$ cat src/rtl/fpadd_pkg.sv
package fpadd_pkg;
  localparam int SP_EW  = 8;
  localparam int SP_FW  = 23;
  localparam int HP_EW  = 5;
  localparam int HP_FW  = 10;
  localparam int SP_MW  = SP_FW + 1;
  localparam int HP_MW  = HP_FW + 1;
  localparam int SEG_W  = HP_MW + 1;
  localparam int RAW_W  = SP_MW + 1;
  localparam int WORD_W = 1 + SP_EW + SP_FW;

  typedef struct packed {
    logic             fp16;
    logic             sgn0;
    logic [SP_EW-1:0] exp0;
    logic             sgn1;
    logic [HP_EW-1:0] exp1;
    logic [RAW_W-1:0] raw;
  } stage1_t;
endpackage

$ cat src/rtl/fpa_lead_one.sv
module fpa_lead_one #(
  parameter int N  = 24,
  parameter int CW = $clog2(N)
) (
  input  logic [N-1:0]  v_i,
  output logic [CW-1:0] pos_o
);
  logic [N-1:0] iso;
  logic         seen;

  // keep only the leftmost set bit
  always_comb begin
    seen = 1'b0;
    for (int i = N - 1; i >= 0; i--) begin
      iso[i] = v_i[i] & ~seen;
      seen   = seen | v_i[i];
    end
  end

  always_comb begin
    pos_o = '0;
    for (int i = 0; i < N; i++)
      if (iso[i]) pos_o = pos_o | CW'(i);
  end
endmodule

$ cat src/rtl/fpa_align.sv
module fpa_align #(
  parameter int EW = 8,
  parameter int MW = 24
) (
  input  logic          sgn_a_i,
  input  logic [EW-1:0] exp_a_i,
  input  logic [MW-1:0] man_a_i,
  input  logic          sgn_b_i,
  input  logic [EW-1:0] exp_b_i,
  input  logic [MW-1:0] man_b_i,
  output logic          sgn_o,
  output logic          sub_o,
  output logic [EW-1:0] exp_big_o,
  output logic [MW-1:0] man_big_o,
  output logic [MW-1:0] man_sml_o
);
  logic [MW-1:0] ma, mb, sml;
  logic [EW-1:0] exp_sml, diff;
  logic          a_ge;

  // zero exponent field flushes the operand
  assign ma   = (exp_a_i == '0) ? '0 : man_a_i;
  assign mb   = (exp_b_i == '0) ? '0 : man_b_i;
  assign a_ge = {exp_a_i, ma} >= {exp_b_i, mb};

  assign sgn_o     = a_ge ? sgn_a_i : sgn_b_i;
  assign sub_o     = sgn_a_i ^ sgn_b_i;
  assign exp_big_o = a_ge ? exp_a_i : exp_b_i;
  assign exp_sml   = a_ge ? exp_b_i : exp_a_i;
  assign man_big_o = a_ge ? ma : mb;
  assign sml       = a_ge ? mb : ma;
  assign diff      = exp_big_o - exp_sml;
  assign man_sml_o = (int'(diff) >= MW) ? '0 : (sml >> diff);
endmodule

$ cat src/rtl/fpa_norm.sv
module fpa_norm #(
  parameter int EW = 8,
  parameter int MW = 24
) (
  input  logic          clk_i,
  input  logic          rst_ni,
  input  logic [MW:0]   raw_i,
  input  logic [EW-1:0] exp_i,
  input  logic [EW-1:0] emax_i,
  output logic [EW-1:0] exp_o,
  output logic [MW-2:0] frac_o,
  output logic          zero_o
);
  localparam int CW = $clog2(MW);

  logic [CW-1:0] lead_pos, shamt;
  logic [EW:0]   e_n;
  logic [MW-1:0] m_n;
  logic          under, ovf;

  fpa_lead_one #(.N(MW), .CW(CW)) u_lead (
    .v_i   (raw_i[MW-1:0]),
    .pos_o (lead_pos)
  );

  assign shamt = CW'(MW - 1) - lead_pos;

  always_comb begin
    if (raw_i[MW]) begin
      e_n   = {1'b0, exp_i} + 1'b1;
      m_n   = raw_i[MW:1];
      under = 1'b0;
    end else begin
      m_n   = raw_i[MW-1:0] << shamt;
      e_n   = {1'b0, exp_i} - (EW+1)'(shamt);
      under = {1'b0, exp_i} <= (EW+1)'(shamt);
    end
  end

  assign zero_o = ~(|raw_i) | under;
  assign ovf    = ~zero_o & (e_n >= {1'b0, emax_i});
  assign exp_o  = zero_o ? '0 : (ovf ? emax_i : e_n[EW-1:0]);
  assign frac_o = (zero_o | ovf) ? '0 : m_n[MW-2:0];

  // shifter driven by the leading-one encoder lands on the hidden bit
  assert_hidden_bit_R5: assert property (@(posedge clk_i) disable iff (!rst_ni)
    (!raw_i[MW] && (|raw_i)) |-> m_n[MW-1]);

  // exponent never passes the infinity code
  assert_exp_bound_R7: assert property (@(posedge clk_i) disable iff (!rst_ni)
    exp_o <= emax_i);
endmodule

$ cat src/rtl/dual_fp_adder.sv
module dual_fp_adder
  import fpadd_pkg::*;
(
  input  logic              clk_i,
  input  logic              rst_ni,
  input  logic              valid_i,
  input  logic              half_mode_i,
  input  logic [WORD_W-1:0] op_a_i,
  input  logic [WORD_W-1:0] op_b_i,
  output logic              valid_o,
  output logic [WORD_W-1:0] sum_o
);
  localparam int HP_W = 1 + HP_EW + HP_FW;

  // ---------------- stage 1: align and add ----------------
  logic             fp16;
  logic             l0_sa, l0_sb;
  logic [SP_EW-1:0] l0_ea, l0_eb;
  logic [SP_MW-1:0] l0_ma, l0_mb;

  assign fp16  = half_mode_i;
  assign l0_sa = fp16 ? op_a_i[HP_W-1] : op_a_i[WORD_W-1];
  assign l0_sb = fp16 ? op_b_i[HP_W-1] : op_b_i[WORD_W-1];
  assign l0_ea = fp16 ? SP_EW'(op_a_i[HP_W-2:HP_FW]) : op_a_i[WORD_W-2:SP_FW];
  assign l0_eb = fp16 ? SP_EW'(op_b_i[HP_W-2:HP_FW]) : op_b_i[WORD_W-2:SP_FW];
  assign l0_ma = fp16 ? SP_MW'({1'b1, op_a_i[HP_FW-1:0]}) : {1'b1, op_a_i[SP_FW-1:0]};
  assign l0_mb = fp16 ? SP_MW'({1'b1, op_b_i[HP_FW-1:0]}) : {1'b1, op_b_i[SP_FW-1:0]};

  logic             l0_sgn, l0_sub;
  logic [SP_EW-1:0] l0_exp;
  logic [SP_MW-1:0] l0_big, l0_sml;
  logic             l1_sgn, l1_sub;
  logic [HP_EW-1:0] l1_exp;
  logic [HP_MW-1:0] l1_big, l1_sml;

  fpa_align #(.EW(SP_EW), .MW(SP_MW)) u_align0 (
    .sgn_a_i (l0_sa), .exp_a_i (l0_ea), .man_a_i (l0_ma),
    .sgn_b_i (l0_sb), .exp_b_i (l0_eb), .man_b_i (l0_mb),
    .sgn_o (l0_sgn), .sub_o (l0_sub), .exp_big_o (l0_exp),
    .man_big_o (l0_big), .man_sml_o (l0_sml)
  );

  fpa_align #(.EW(HP_EW), .MW(HP_MW)) u_align1 (
    .sgn_a_i (op_a_i[WORD_W-1]), .exp_a_i (op_a_i[WORD_W-2 -: HP_EW]),
    .man_a_i ({1'b1, op_a_i[HP_W +: HP_FW]}),
    .sgn_b_i (op_b_i[WORD_W-1]), .exp_b_i (op_b_i[WORD_W-2 -: HP_EW]),
    .man_b_i ({1'b1, op_b_i[HP_W +: HP_FW]}),
    .sgn_o (l1_sgn), .sub_o (l1_sub), .exp_big_o (l1_exp),
    .man_big_o (l1_big), .man_sml_o (l1_sml)
  );

  // shared mantissa adder, two segments
  logic [SP_MW-1:0] add_x, add_y, y_eff;
  logic             sub_hi, cin_hi;
  logic [SEG_W:0]   seg_lo, seg_hi;

  assign add_x  = fp16 ? {1'b0, l1_big, 1'b0, l0_big[HP_MW-1:0]} : l0_big;
  assign add_y  = fp16 ? {1'b0, l1_sml, 1'b0, l0_sml[HP_MW-1:0]} : l0_sml;
  assign sub_hi = fp16 ? l1_sub : l0_sub;
  assign y_eff  = {sub_hi ? ~add_y[2*SEG_W-1:SEG_W] : add_y[2*SEG_W-1:SEG_W],
                   l0_sub ? ~add_y[SEG_W-1:0]       : add_y[SEG_W-1:0]};

  assign seg_lo = {1'b0, add_x[SEG_W-1:0]} + {1'b0, y_eff[SEG_W-1:0]} + (SEG_W+1)'(l0_sub);
  assign cin_hi = fp16 ? sub_hi : seg_lo[SEG_W];  // segment carry cut in half mode
  assign seg_hi = {1'b0, add_x[2*SEG_W-1:SEG_W]} + {1'b0, y_eff[2*SEG_W-1:SEG_W]}
                + (SEG_W+1)'(cin_hi);

  stage1_t s1_d, s1_q;
  logic    s1_valid_q;

  assign s1_d.fp16 = fp16;
  assign s1_d.sgn0 = l0_sgn;
  assign s1_d.exp0 = l0_exp;
  assign s1_d.sgn1 = l1_sgn;
  assign s1_d.exp1 = l1_exp;
  assign s1_d.raw  = {seg_hi[SEG_W] & ~l0_sub, seg_hi[SEG_W-1:0], seg_lo[SEG_W-1:0]};

  always_ff @(posedge clk_i or negedge rst_ni) begin
    if (!rst_ni) begin
      s1_q       <= '0;
      s1_valid_q <= 1'b0;
    end else begin
      s1_valid_q <= valid_i;
      if (valid_i) s1_q <= s1_d;
    end
  end

  // ---------------- stage 2: renormalize and pack ----------------
  logic [RAW_W-1:0] n0_raw;
  logic [SP_EW-1:0] n0_emax, n0_exp;
  logic [SP_FW-1:0] n0_frac;
  logic             n0_zero;
  logic [HP_EW-1:0] n1_exp;
  logic [HP_FW-1:0] n1_frac;
  logic             n1_zero;

  assign n0_raw  = s1_q.fp16 ? {s1_q.raw[SEG_W-1:0], (RAW_W-SEG_W)'(0)} : s1_q.raw;
  assign n0_emax = s1_q.fp16 ? SP_EW'((1 << HP_EW) - 1) : '1;

  fpa_norm #(.EW(SP_EW), .MW(SP_MW)) u_norm0 (
    .clk_i, .rst_ni,
    .raw_i (n0_raw), .exp_i (s1_q.exp0), .emax_i (n0_emax),
    .exp_o (n0_exp), .frac_o (n0_frac), .zero_o (n0_zero)
  );

  fpa_norm #(.EW(HP_EW), .MW(HP_MW)) u_norm1 (
    .clk_i, .rst_ni,
    .raw_i (s1_q.raw[2*SEG_W-1:SEG_W]), .exp_i (s1_q.exp1), .emax_i ('1),
    .exp_o (n1_exp), .frac_o (n1_frac), .zero_o (n1_zero)
  );

  logic [WORD_W-1:0] sum_d;

  assign sum_d = s1_q.fp16
    ? {s1_q.sgn1 & ~n1_zero, n1_exp, n1_frac,
       s1_q.sgn0 & ~n0_zero, n0_exp[HP_EW-1:0], n0_frac[SP_FW-1 -: HP_FW]}
    : {s1_q.sgn0 & ~n0_zero, n0_exp, n0_frac};

  always_ff @(posedge clk_i or negedge rst_ni) begin
    if (!rst_ni) begin
      valid_o <= 1'b0;
      sum_o   <= '0;
    end else begin
      valid_o <= s1_valid_q;
      if (s1_valid_q) sum_o <= sum_d;
    end
  end

  // upper segment equals lane 1's own sum, untouched by lane 0
  assert_lane_isolation_R3: assert property (@(posedge clk_i) disable iff (!rst_ni)
    (valid_i && half_mode_i) |->
      (seg_hi[SEG_W-1:0] == (l1_sub ? ({1'b0, l1_big} - {1'b0, l1_sml})
                                    : ({1'b0, l1_big} + {1'b0, l1_sml}))));

  assert_stage1_R10: assert property (@(posedge clk_i) disable iff (!rst_ni)
    valid_i |=> s1_valid_q);

  assert_latency_R10: assert property (@(posedge clk_i) disable iff (!rst_ni)
    s1_valid_q |=> valid_o);

  assert_idle_R10: assert property (@(posedge clk_i) disable iff (!rst_ni)
    !s1_valid_q |=> !valid_o);

  // zero results never carry a negative sign
  assert_pos_zero_R9: assert property (@(posedge clk_i) disable iff (!rst_ni)
    (valid_o && (sum_o[WORD_W-2:0] == '0)) |-> !sum_o[WORD_W-1]);
endmodule

$ cat config.mk
export PLATFORM = sky130hd
export DESIGN_NAME = dual_fp_adder
export DESIGN_NICKNAME = d
export VERILOG_FILES = /design/src/rtl/fpadd_pkg.sv /design/src/rtl/fpa_lead_one.sv /design/src/rtl/fpa_align.sv /design/src/rtl/fpa_norm.sv /design/src/rtl/dual_fp_adder.sv
export SDC_FILE = /design/constraint.sdc
export NUM_CORES = 1
export LEC_CHECK = 0
export BUFFER_PORTS_ARGS = -buffer_cell sky130_fd_sc_hd__buf_4
export CAP_MARGIN = 20
export CORE_MARGIN = 3
export CORE_UTILIZATION = 51
export CTS_BUF_LIST = sky130_fd_sc_hd__clkbuf_4
export DETAILED_ROUTE_END_ITERATION = 16
export PLACE_DENSITY_LB_ADDON = 0.25
export SLEW_MARGIN = 20
export SYNTH_ARGS = -nofsm -noshare
export SYNTH_HDL_FRONTEND = slang
export SYNTH_SLANG_ARGS = --single-unit
$ cat constraint.sdc
create_clock -name clk_i -period 8 [get_ports clk_i]
set_input_delay 2.4 -clock clk_i [delete_from_list [all_inputs] [get_ports clk_i]]
set_output_delay 2.4 -clock clk_i [all_outputs]
set_load 0.03 [all_outputs]
== Word-level counts from Yosys, hierarchy flattened ==
Index checks and enable logic that the tools add are counted.

* Reductions and logical operators: 6
* $add $sub $neg: 12
* Multiplexer cells: 76
* Bitwise operators: 109
* Magnitude comparators: 8
* Shift operators: 4

{| class="wikitable"
|+ Operators with widths
! kind !! number
|-
| $mux 24 || 9
|-
| $mux 5 || 12
|-
| $mux 8 || 7
|-
| $mux 11 || 5
|-
| $mux 23 || 2
|-
| $mux 4 || 11
|-
| $and 1x1->1 || 36
|-
| $not 1->1 || 36
|-
| $or 1x1->1 || 33
|-
| $ge 32x32->1 || 1
|-
| $mux 32 || 1
|-
| $add 12x12->13 || 2
|-
| $add 13x1->13 || 2
|-
| $mux 25 || 1
|-
| $reduce_or 25->1 || 1
|-
| $mux 12 || 2
|-
| $mux 3 || 8
|-
| $not 12->12 || 2
|-
| $shl 24x5->23 || 1
|-
| $shr 24x8->24 || 1
|-
| $mux 10 || 2
|-
| $ge 16x16->1 || 1
|-
| $logic_not 8->1 || 2
|-
| $reduce_or 12->1 || 1
|-
| 22 further kinds || 36
|}

* Word-level logic and storage cells: 224
* Output and inout port bits: 33
* Flip-flop bits (word level): 75

== Depth between registers and ports, before layout ==
Gate-level depths: netlist (run 1).

* Depth in word-level cells: 56
* Depth in mapped cells: 62

== Modules after synthesis ==
A second synthesis (run 1) with hierarchy kept.

* Cell total of the unflattened synthesis: 1,858
* Area total of the unflattened synthesis: 14,356.3 µm²

{| class="wikitable"
|+ By module, submodules not included
! module !! area each (µm²) !! cells each !! times used
|-
| dual_fp_adder || 5,213.8 || 542 || 1
|-
| fpa_align (u_align0) || 3,677.3 || 574 || 1
|-
| fpa_norm (u_norm0) || 2,446.1 || 335 || 1
|-
| fpa_align (u_align1) || 1,497.7 || 206 || 1
|-
| fpa_norm (u_norm1) || 1,177.4 || 148 || 1
|-
| fpa_lead_one (u_norm0.u_lead) || 244.0 || 40 || 1
|-
| fpa_lead_one (u_norm1.u_lead) || 100.1 || 13 || 1
|}

== Worst setup path after synthesis (run 1) ==
OpenSTA, ideal clock, no wires.

* Path kind: input-to-reg
* Start: in half_mode_i
* End: reg s1_q[24] in the netlist's numbering
* Library setup time: 0.131 ns
* Arrival: 13.417 ns
* Stages: 59
* Setup slack: -5.548 ns
* Data required time: 7.869 ns
* Path buffers: 10
* Path through: buf_2 -> buf_2 -> mux2_2 -> nor4_1 -> a21oi_1 -> clkbuf_1 -> and2_1 -> ha_1 -> a211oi_1 -> o21ai_1 -> o21bai_1 -> o211ai_4 -> a21o_1 -> buf_2 -> buf_2 -> buf_1 -> clkbuf_1 -> clkbuf_1 -> [... 23 more ...] -> nor2b_1 -> o21ai_0 -> a22oi_1 -> fa_1 -> fa_1 -> a21oi_1 -> o21bai_1 -> a21oi_1 -> nor2_1 -> nor2_1 -> o21bai_1 -> a21oi_1 -> o21bai_1 -> a21oi_1 -> nor2b_1 -> o21a_1 -> o211ai_1 -> o21ai_0

* Word-level cells in the longest chain between the ends: 16
* Elaborated cells on any way between the ends: 34
* Those cells by class: add/sub: 5; order compare: 2; shift: 1; mux: 19; bitwise: 5; reduce/logical: 2

{| class="wikitable"
|+ Ends and longest elaborated chain
! what !! line !! source
|-
| from (decl) || dual_fp_adder.sv:7 || <nowiki>input logic half_mode_i,</nowiki>
|-
| $mux 8, on equally long branches || dual_fp_adder.sv:24, dual_fp_adder.sv:25 ||
|-
| $logic_not 8->1, on equally long branches || fpa_align.sv:22, fpa_align.sv:23 ||
|-
| $mux 24, on equally long branches || fpa_align.sv:22, fpa_align.sv:23 ||
|-
| $ge 32x32->1 || fpa_align.sv:24 || <nowiki>assign a_ge = {exp_a_i, ma} >= {exp_b_i, mb};</nowiki>
|-
| $mux 8, on equally long branches || fpa_align.sv:28, fpa_align.sv:29 ||
|-
| $sub 8x8->8 || fpa_align.sv:32 || <nowiki>assign diff = exp_big_o - exp_sml;</nowiki>
|-
| $shr 24x8->24 or $ge 8x5->1 (tied branches) || fpa_align.sv:33 || <nowiki>assign man_sml_o = (int'(diff) >= MW) ? '0 : (sml >> diff);</nowiki>
|-
| $mux 24 || fpa_align.sv:33 ||
|-
| $mux 24 || dual_fp_adder.sv:58 || <nowiki>assign add_y = fp16 ? {1'b0, l1_sml, 1'b0, l0_sml[HP_MW-1:0]} : l0_sml;</nowiki>
|-
| $not 12->12 || dual_fp_adder.sv:61 || <nowiki>l0_sub ? ~add_y[SEG_W-1:0] : add_y[SEG_W-1:0]};</nowiki>
|-
| $mux 12 || dual_fp_adder.sv:61 ||
|-
| $add 12x12->13 || dual_fp_adder.sv:63 || <nowiki>assign seg_lo = {1'b0, add_x[SEG_W-1:0]} + {1'b0, y_eff[SEG_W-1:0]} + (SEG_W+1)'(l0_sub);</nowiki>
|-
| $add 13x1->13 || dual_fp_adder.sv:63 ||
|-
| $mux 1 || dual_fp_adder.sv:64 || <nowiki>assign cin_hi = fp16 ? sub_hi : seg_lo[SEG_W];</nowiki>
|-
| $add 13x1->13 || dual_fp_adder.sv:66 || <nowiki>+ (SEG_W+1)'(cin_hi);</nowiki>
|-
| $and 1x1->1 * || dual_fp_adder.sv:76 || <nowiki>assign s1_d.raw = {seg_hi[SEG_W] & ~l0_sub, seg_hi[SEG_W-1:0], seg_lo[SEG_W-1:0]};</nowiki>
|-
| to (signal assigned) || dual_fp_adder.sv:80 || <nowiki>s1_q <= '0;</nowiki>
|-
| to (signal assigned) || dual_fp_adder.sv:84 || <nowiki>if (valid_i) s1_q <= s1_d;</nowiki>
|-
| to (decl) || dual_fp_adder.sv:68 || <nowiki>stage1_t s1_d, s1_q;</nowiki>
|}

Mark *: on every way between the ends. The rest lies on a longest branch, timed or not.
A chain may end at the register's enable or synchronous reset.

== Worst setup path after layout (run 1) ==
* Start: in op_a_i[27]
* End: reg s1_q[18] in the netlist's numbering

* Word-level cells in the longest chain between the ends: 15
* Elaborated cells on any way between the ends: 34
* Those cells by class: add/sub: 6; order compare: 4; shift: 2; mux: 18; bitwise: 2; reduce/logical: 2

{| class="wikitable"
|+ Ends and longest elaborated chain
! what !! line !! source
|-
| from (decl) || dual_fp_adder.sv:8 || <nowiki>input logic [WORD_W-1:0] op_a_i,</nowiki>
|-
| $mux 8 || dual_fp_adder.sv:24 || <nowiki>assign l0_ea = fp16 ? SP_EW'(op_a_i[HP_W-2:HP_FW]) : op_a_i[WORD_W-2:SP_FW];</nowiki>
|-
| $logic_not 8->1 || fpa_align.sv:22 || <nowiki>assign ma = (exp_a_i == '0) ? '0 : man_a_i;</nowiki>
|-
| $mux 24 || fpa_align.sv:22 ||
|-
| $ge 32x32->1 || fpa_align.sv:24 ||
|-
| $mux 8, on equally long branches || fpa_align.sv:28, fpa_align.sv:29 ||
|-
| $sub 8x8->8 || fpa_align.sv:32 ||
|-
| $shr 24x8->24 or $ge 8x5->1 (tied branches) || fpa_align.sv:33 ||
|-
| $mux 24 || fpa_align.sv:33 ||
|-
| $mux 24 || dual_fp_adder.sv:58 ||
|-
| $not 12->12 || dual_fp_adder.sv:61 ||
|-
| $mux 12 || dual_fp_adder.sv:61 ||
|-
| $add 12x12->13 || dual_fp_adder.sv:63 ||
|-
| $add 13x1->13 || dual_fp_adder.sv:63 ||
|-
| $mux 1 || dual_fp_adder.sv:64 ||
|-
| $add 13x1->13 * || dual_fp_adder.sv:66 ||
|}

Marks and branches as above.

==> metrics.md, run 1 <==
| Metric | Value |
|---|---|
| Status | finished, violations left |
| Failing checks | setup timing |
| Slew Limit Fails | 0 |
| Ys async rst share | 100% |
| Comb power frac | 80.6% |
| Worst setup EP type | flip-flop |
| Max Fclk | a little under 0.09 GHz |
| PortBufs | 100 |
| Final period util | 140% |
| RSZ-0062 raised after global routing | true |
| Synth Instances | 1751 |
| Post-synthesis sequential area ratio | 15.2% |
| Final Wtd Congestion | 1.03 |
| DRT antenna net count | 0 |
| Die Height | 162 µm |
| Via-to-Cell Ratio | 6.08 |
| Pre-CTS WS | -3.82 ns |
| Initial antenna violation count | 1 |
| Clk root buf | clkbuf_4 |
| Final setup viols | 22 |
| Ys flop type | dfrtp_1 |
| Max_slew headroom | approximately 30% |
| Routed length per placed instance | 19.8 µm |
| Pre-antenna DRT Iters | 9 |
| Worst-margin pin slew | between 1 and 1.5 ns |
| Total power divided by cell area | 304 nW/µm² |
| Commonest cells after routing, fill and taps aside | buf_4 (522), nand2_1 (218), nor2_1 (192), a21oi_1 (154), o21ai_0 (129) |
| Clk slew on worst S/H paths | around 0.15 ns |
| Max Buffers Root-to-Sink | 2 |
| Number of H-tree levels | 3 |
| Number of synthesized flops with an enable pin | 0 |
| Synth unique cells | 77 |
| Max stage delay on crit path | 0.58 ns |
| Syn_area_per_cell | 7.04 µm² |
| Max-Cap Viols | 0 |
| Crit path required time | 8.36 ns |
| Initial DRC count | 1349 |
| Arrival time worst endpoint | 11.55 ns |
| # clock sinks | between 70 and 80 |
| Most frequent CP cell | buf_4 |
| HP Class | flip-flop to flip-flop |
| DIE AREA | between 20000 and 30000 µm² |
| Internal power | 0.00248 W |
| Fill count | 1940 |
| Final Hold Fails | 0 |
| WS Path Type | input pin to flip-flop |
| #FFs+latches synth | 75 |
| Crit-path slowest cell | or4_4 |
| Switching share of total power | between 50% and 60% |
| Post-synthesis cell area | 12300 µm² |
| Core Util, Final | 72.5% |
| Die W | between 150 and 200 µm |
| Synthesized net count | ~1900 |
| Hpwl dp | about 39000 µm |
| Fin crit period | 11.19 ns |
| Sequential share of power | 15.0% |
| PnR worst setup slack | -3.19 ns |
| Skew-Pair Late Insertion Delay | between 0.4 and 0.5 ns |
| Final WL | about 50000 µm |
| Power share of the clock group | under 10% |
| Switching power | ~0.0027 W |
| Vias | 15300 |
| Largest net degree at the start of global routing | 70 |
| Num CTS Buffers | 9 |
| GRT Util Overall | 36.9% |
| Most common cell after layout, fill and taps aside | buf_4 |
| TritonCTS clock tree | yes |
| Yosys warns | 0 |
| First-pass GRT wire length | about 80000 µm |
| Nets | ~2300 |
| Max IR drop VDD | 0.000209 V |
| Crit start category | input pin |
| Layout cells sized above 1 | 33.2% |
| Initial core utilization | 52.2% |
| CP Max Fanout | 8 |
| I/O pin cnt | just over 100 |
| Fin Hold WS | 0.496 ns |
| Congestion Overflow GR | 0 |
| Core region area | 23600 µm² |
| Row cnt | 56 |
| P&R area growth vs syn | 38.8% |
| Post-route DRC | 0 |
| Pleak | 7.97 nW |
| Skew final | 0.0196 ns |
| Vias in the first global route | 14900 |
==> registers in the layout, summed over array words and instances (netlist names) <==
signal      count
sum_o          32
s1_valid_q      1
valid_o         1
s1_q           41
==> layer usage <==
layer	vias up	track usage (%)	share of wire (%)
li1	7232	-	-
met1	7105	45.5	40
met2	760	63.1	47
met3	184	4.64	7.4
met4	0	18.9	6.2
met5	-	0	0
==> synthesized netlist by cell type (all sizes together), types with 7 or more instances <==
| library cell | count | area, µm² |
|---|---|---|
| or2 | 8 | 50.1 |
| nand2b | 15 | 93.8 |
| buf | 19 | 83.8 |
| inv | 90 | 338 |
| o21bai | 13 | 97.6 |
| and2 | 20 | 125 |
| o211ai | 28 | 224 |
| nor2 | 194 | 728 |
| a31oi | 25 | 156 |
| a22oi | 11 | 82.6 |
| a211o | 11 | 96.3 |
| a221o | 10 | 100 |
| a21o | 16 | 120 |
| a22o | 7 | 61.3 |
| nor4 | 8 | 50.1 |
| o22ai | 7 | 43.8 |
| a311oi | 8 | 70.1 |
| o21a | 14 | 105 |
| a211oi | 21 | 163 |
| nand3 | 44 | 220 |
| dfrtp | 75 | 1880 |
| mux2 | 44 | 495 |
| mux4 | 17 | 383 |
| o221ai | 8 | 70.1 |
| xnor2 | 46 | 403 |
| o21ai | 152 | 761 |
| nand2 | 223 | 837 |
| a21oi | 172 | 872 |
| clkbuf | 101 | 379 |
| nor3 | 33 | 165 |
| ha | 88 | 1100 |
| or3 | 12 | 80.1 |
| o31ai | 11 | 82.6 |
| mux2i | 67 | 671 |
| nor2b | 15 | 93.8 |
| nand4 | 10 | 62.6 |
| xor2 | 19 | 174 |
| and3 | 12 | 75.1 |
==> cell type report <==
| type | instances | area (µm²) | area share [%] |
|---|---|---|---|
| Clock buffer | 9 | 67.6 | 0.395 |
| Clock inverter | 7 | 58.8 | 0.344 |
| Antenna cell | 1 | 2.50 | 0.0146 |
| Sequential cell | 75 | 1880 | 11.0 |
| Inverter | 93 | 352 | 2.05 |
| Timing Repair Buffer | 545 | 4190 | 24.5 |
| Multi-Input combinational cell | 1464 | 10200 | 59.4 |
| Tap cell | 319 | 399 | 2.33 |
==> repair_timing <==
action,CTS,global route
resized for setup,59,52
pin swaps,46,43
hold buffers,0,0
endpoints found under the setup margin,24,24
cloned,1,0
buffers inserted,55,21
==> worst max-delay path: cells and delay by family <==
| kind | cells | cell delay, ns |
|---|---|---|
| XOR/XNOR | 2 | 0.24 |
| adder cells (fa/ha/maj) | 5 | 1.51 |
| multiplexers | 3 | 0.74 |
| AO/OA/AOI/OAI | 23 | 3.48 |
| buffers and inverters | 12 | 1.19 |
| AND/OR/NAND/NOR | 9 | 1.99 |
==> logic make-up (layout without fill, tap and decap cells) <==
logic type                 Yosys count  in the layout  share of synthesized area, %
and+or+nand+nor                    608            608                          21.8
AOI/OAI and AO/OA                  569            570                          29.4
buffers and inverters              213            654                          6.58
muxes                              128            128                          12.6
adders and majority gates           93             93                          9.74
DFF                                 75             75                          15.2
xor gates and xnor gates            65             65                          4.68
other                                0              1                             0
==> final timing paths <==
path | from | to | slack (ns) | cells after the start
worst min register to register | sum_o[15]$_DFFE_PN0P_ | sum_o[15]$_DFFE_PN0P_ | 0.50 | 1
worst max register to register | s1_q[40]$_DFFE_PN0P_ | sum_o[5]$_DFFE_PN0P_ | 1.02 | 29
worst min-delay path | sum_o[15]$_DFFE_PN0P_ | sum_o[15]$_DFFE_PN0P_ | 0.50 | 1
max in group asynchronous | rst_ni | s1_valid_q$_DFF_PN0_ | 5.16 | 2
min in group asynchronous | rst_ni | sum_o[14]$_DFFE_PN0P_ | 1.81 | 1
worst max-delay path | op_a_i[27] | s1_q[18]$_DFFE_PN0P_ | -3.19 | 54
==> power groups by stage <==
stage | registers [W] | logic [W] | clock network, W
floorplan | 0.000786 | 0.00241 | 0
global placement | 0.000764 | 0.00378 | 0
detailed placement | 0.000767 | 0.00383 | 0
CTS | 0.000760 | 0.00404 | 0.000231
global route | 0.000787 | 0.00451 | 0.000249
finish | 0.000780 | 0.00419 | 0.000230
==> metrics by stage <==
stage	instance area, µm²	power (W)	cells	TNS, ns
after floorplan	12500	0.00319	1751	-57.77
after global placement	16100	0.00454	2438	-49.43
after detailed placement	16100	0.00460	2438	-53.06
after CTS	16900	0.00503	2504	-36.55
after global routing	17100	0.00554	2513	-45.52
final	17100	0.00520	2513	-39.32
Note: power is estimated with default switching activity, not from simulation.
==> run 2, diff against run 1 <==
--- a/config.mk
+++ b/config.mk
@@ -15,4 +15,5 @@
 export SLEW_MARGIN = 20
 export SYNTH_ARGS = -nofsm -noshare
 export SYNTH_HDL_FRONTEND = slang
+export SYNTH_HIERARCHICAL = 1
 export SYNTH_SLANG_ARGS = --single-unit
==> metrics.md, run 2 <==
| Metric | Value |
|---|---|
| Routed length per placed instance | 20.4 µm (+2.9%) |
| Fin crit period | 9.95 ns (-1.24 ns) |
| Commonest cells after routing, fill and taps aside | buf_4 (493), nand2_1 (206), nor2_1 (149), a21oi_1 (125), o21ai_0 (104) |
| DRT antenna net count | 0 (unchanged) |
| Pleak | 8.83 nW (+11%) |
| Max Fclk | 0.101 GHz (+12%) |
| First-pass GRT wire length | 84800 µm (+9.0%) |
| Final Wtd Congestion | 1.01 (-1.4%) |
| Initial DRC count | 1891 (+40%) |
| WS Path Type | input pin to flip-flop |
| Most frequent CP cell | buf_4 |
| CP Max Fanout | 8 (unchanged) |
| Nets | 2453 (+4.4%) |
| Ys async rst share | 100% (unchanged) |
| Die W | 174 µm (+7.6%) |
| R2r setup slk | 1.14 ns (+0.12 ns) |
| Num CTS Buffers | 9 (unchanged) |
| # clock sinks | 75 (unchanged) |
| TritonCTS clock tree | yes |
| Vias in the first global route | 15700 (+5.4%) |
| Number of H-tree levels | 3 (unchanged) |
| Number of synthesized flops with an enable pin | 0 (unchanged) |
| Syn_area_per_cell | 7.73 µm² (+9.7%) |
| Most frequent cell after synthesis | nand2_1 |
| DIE AREA | 30200 µm² (+16%) |
| PnR worst setup slack | -1.95 ns (+1.24 ns) |
| Crit path required time | 8.41 ns (+0.05 ns) |
| Final period util | 124% (-15 points) |
| Clk slew on worst S/H paths | 0.16 ns (about the same) |
| Post-synthesis sequential area ratio | 13.1% (-2.1 points) |
| Max IR drop VDD | 0.000174 V (-17%) |
| Most common cell after layout, fill and taps aside | buf_4 |
| Largest net degree at the start of global routing | 76 (+8.6%) |
| Final Hold Fails | 0 (unchanged) |
| Pre-CTS WS | -2.64 ns (+1.18 ns) |
| GRT Util Overall | 34.3% (-2.6 points) |
| Synth top area share | 13.1% (-2.1 points) |
| Max-Cap Viols | 0 (unchanged) |
| Worst setup EP type | flip-flop |
| Initial core utilization | 52.5% (+0.30 points) |
| Skew final | 0.0354 ns (+0.0158 ns) |
| Largest register FFs | 41 (unchanged) |
| Congestion Overflow GR | 0 (unchanged) |
| Synth Instances | 1858 (+6.1%) |
| Vias | 16700 (+9.2%) |
| Max stage delay on crit path | 0.55 ns (-0.03 ns) |
| Slew Limit Fails | 0 (unchanged) |
| Final setup viols | 22 (unchanged) |
| Ys flop type | dfrtp_1 |
| Worst-margin pin slew | 1.02 ns (-0.0206 ns) |
| Failing checks | setup timing |
| Crit-path slowest cell | or4b_4 |
| Crit start category | input pin |
| Top cells by area, synth | dfrtp_1 (13%), mux4_2 (8.3%), ha_1 (8.2%), mux2i_1 (6.6%), nand2_1 (5.9%) |
| Yosys warns | 6 (+6) |
| Final WL | 54300 µm (+9.1%) |
| Max Buffers Root-to-Sink | 2 (unchanged) |
| Initial antenna violation count | 2 (+1) |
| #FFs+latches synth | 75 (unchanged) |
| Setup TNS | -25.59 ns (+13.72 ns) |
| Arrival time worst endpoint | 10.36 ns (-1.19 ns) |
| Largest regs | s1_q x41, sum_o x32 |
| PortBufs | 100 (unchanged) |
| Max_slew headroom | 31.7% (+1.7 points) |
| P&R area growth vs syn | 34.3% |
| Hpwl dp | 41600 µm (+6.6%) |
| Total power | 0.00607 W (+17%) |
| Layout cells sized above 1 | 35.9% (+2.8 points) |
| RSZ-0062 raised after global routing | true |
| Synth unique cells | 115 (+49%) |
| Skew-Pair Late Insertion Delay | 0.47 ns (about the same) |
| Total power divided by cell area | 315 nW/µm² (+3.4%) |
| Top cells by count, synth | nand2_1 (227), nor2_1 (155), a21oi_1 (133), o21ai_0 (114), inv_1 (106) |
| I/O pin cnt | 101 (unchanged) |
| Pre-antenna DRT Iters | 8 (-1) |
| Die Height | 174 µm (+7.6%) |
| Top reg by flops | s1_q |
| Post-route DRC | 0 (unchanged) |
| Clk root buf | clkbuf_4 |
| Hold_buf cts | 0 (unchanged) |
| HP Class | flip-flop to flip-flop |
| Status | finished, violations left |
| Row cnt | 60 (+7.1%) |
| Post-synthesis cell area | 14400 µm² (+16%) |
| Dominant cell type by area after synthesis | dfrtp_1 |
| Via-to-Cell Ratio | 6.27 (+3.0%) |
| Core region area | 27300 µm² (+16%) |
[run 2: changes by cell type in the layout (fill, tap and decap cells not counted), moves of 18 or more]
cell      before  now
buf_4        522  493
mux2_2        39   64
nor3_1        32   51
o211ai_1      27    9
mux2i_1       63   93
xnor2_1       38   17
o21ai_0      129  104
a21oi_1      154  125
conb_1         0   20
nor2b_1       14   70
nor2_1       192  149
mux4_2        17   53
[run 2: final timing paths]
kind                       depth (start not counted)                     to             startpoint
min                                                2  sum_o[17]$_DFFE_PN0P_  sum_o[17]$_DFFE_PN0P_
max                                               39   s1_q[18]$_DFFE_PN0P_            half_mode_i
max reg2reg                                       20  sum_o[20]$_DFFE_PN0P_   s1_q[40]$_DFFE_PN0P_
min reg2reg                                        2  sum_o[17]$_DFFE_PN0P_  sum_o[17]$_DFFE_PN0P_
min in group asynchronous                          1   s1_q[34]$_DFFE_PN0P_                 rst_ni
max in group asynchronous                          1   s1_q[40]$_DFFE_PN0P_                 rst_ni
[run 2: per-layer routing]
layer	routed length [µm]	GRT usage [%]
met5	0	0
met4	3200	15.4
met1	22000	45.2
met2	24900	56.1
met3	4210	4.60
[run 2: repair_timing]
item | in CTS | in global routing
setup buffers | 29 | 12
resized for setup | 79 | 47
endpoints found under the hold margin | 0 | 0
cloned | 3 | 1
setup endpoints to repair | 22 | 23
pin swaps | 25 | 27
[run 2: through the flow]
step	util, %	instance area, µm²	hold slack [ns]	instances
after CTS	69.4	19000	0.545	2651
after detailed placement	66.3	18100	0.517	2603
final	70.6	19300	0.545	2664
after global routing	70.6	19300	0.553	2664
after floorplan	-	14800	0.352	1877
after global placement	66.3	18100	0.493	2603
[run 2: kinds of logic (layout without fill, tap and decap cells)]
logic type / after synthesis / in the layout / share of synthesized area (%)
fa+ha+maj: 100 / 100 / 8.97
xor+xnor: 50 / 50 / 3.18
buf+inv: 229 / 643 / 7.07
flops: 75 / 75 / 13.1
mux: 220 / 220 / 20.7
simple gates: 700 / 700 / 24.1
compound gates: 483 / 483 / 22.9
other cells: 1 / 21 / 0.0261
[run 2: cell type report]
type,count,area [µm²]
multi-input cells,1573,12200
clock inverters,7,105
well taps,372,465
flip-flops and latches,75,1880
diodes,1,2.50
repair buffers,519,4160
fillers,2258,8040
inverters,108,415
clock buffers,9,67.6
[run 2: power by group]
part / internal [W] / switching (W) / leakage, nW
sequential: 0.000533 / 0.000236 / 0.890
clock: 0.000132 / 0.000171 / 0.0895
combinational: 0.00217 / 0.00282 / 7.85
total: 0.00284 / 0.00323 / 8.83
[run 2: critical path, delay by kind of cell]
kind	cells	cell delay [ns]
AND/OR/NAND/NOR	11	2.10
XOR/XNOR	1	0.11
multiplexers	3	0.80
buffers and inverters	8	1.01
AO/OA/AOI/OAI	11	2.29
adder cells (fa/ha/maj)	5	1.63
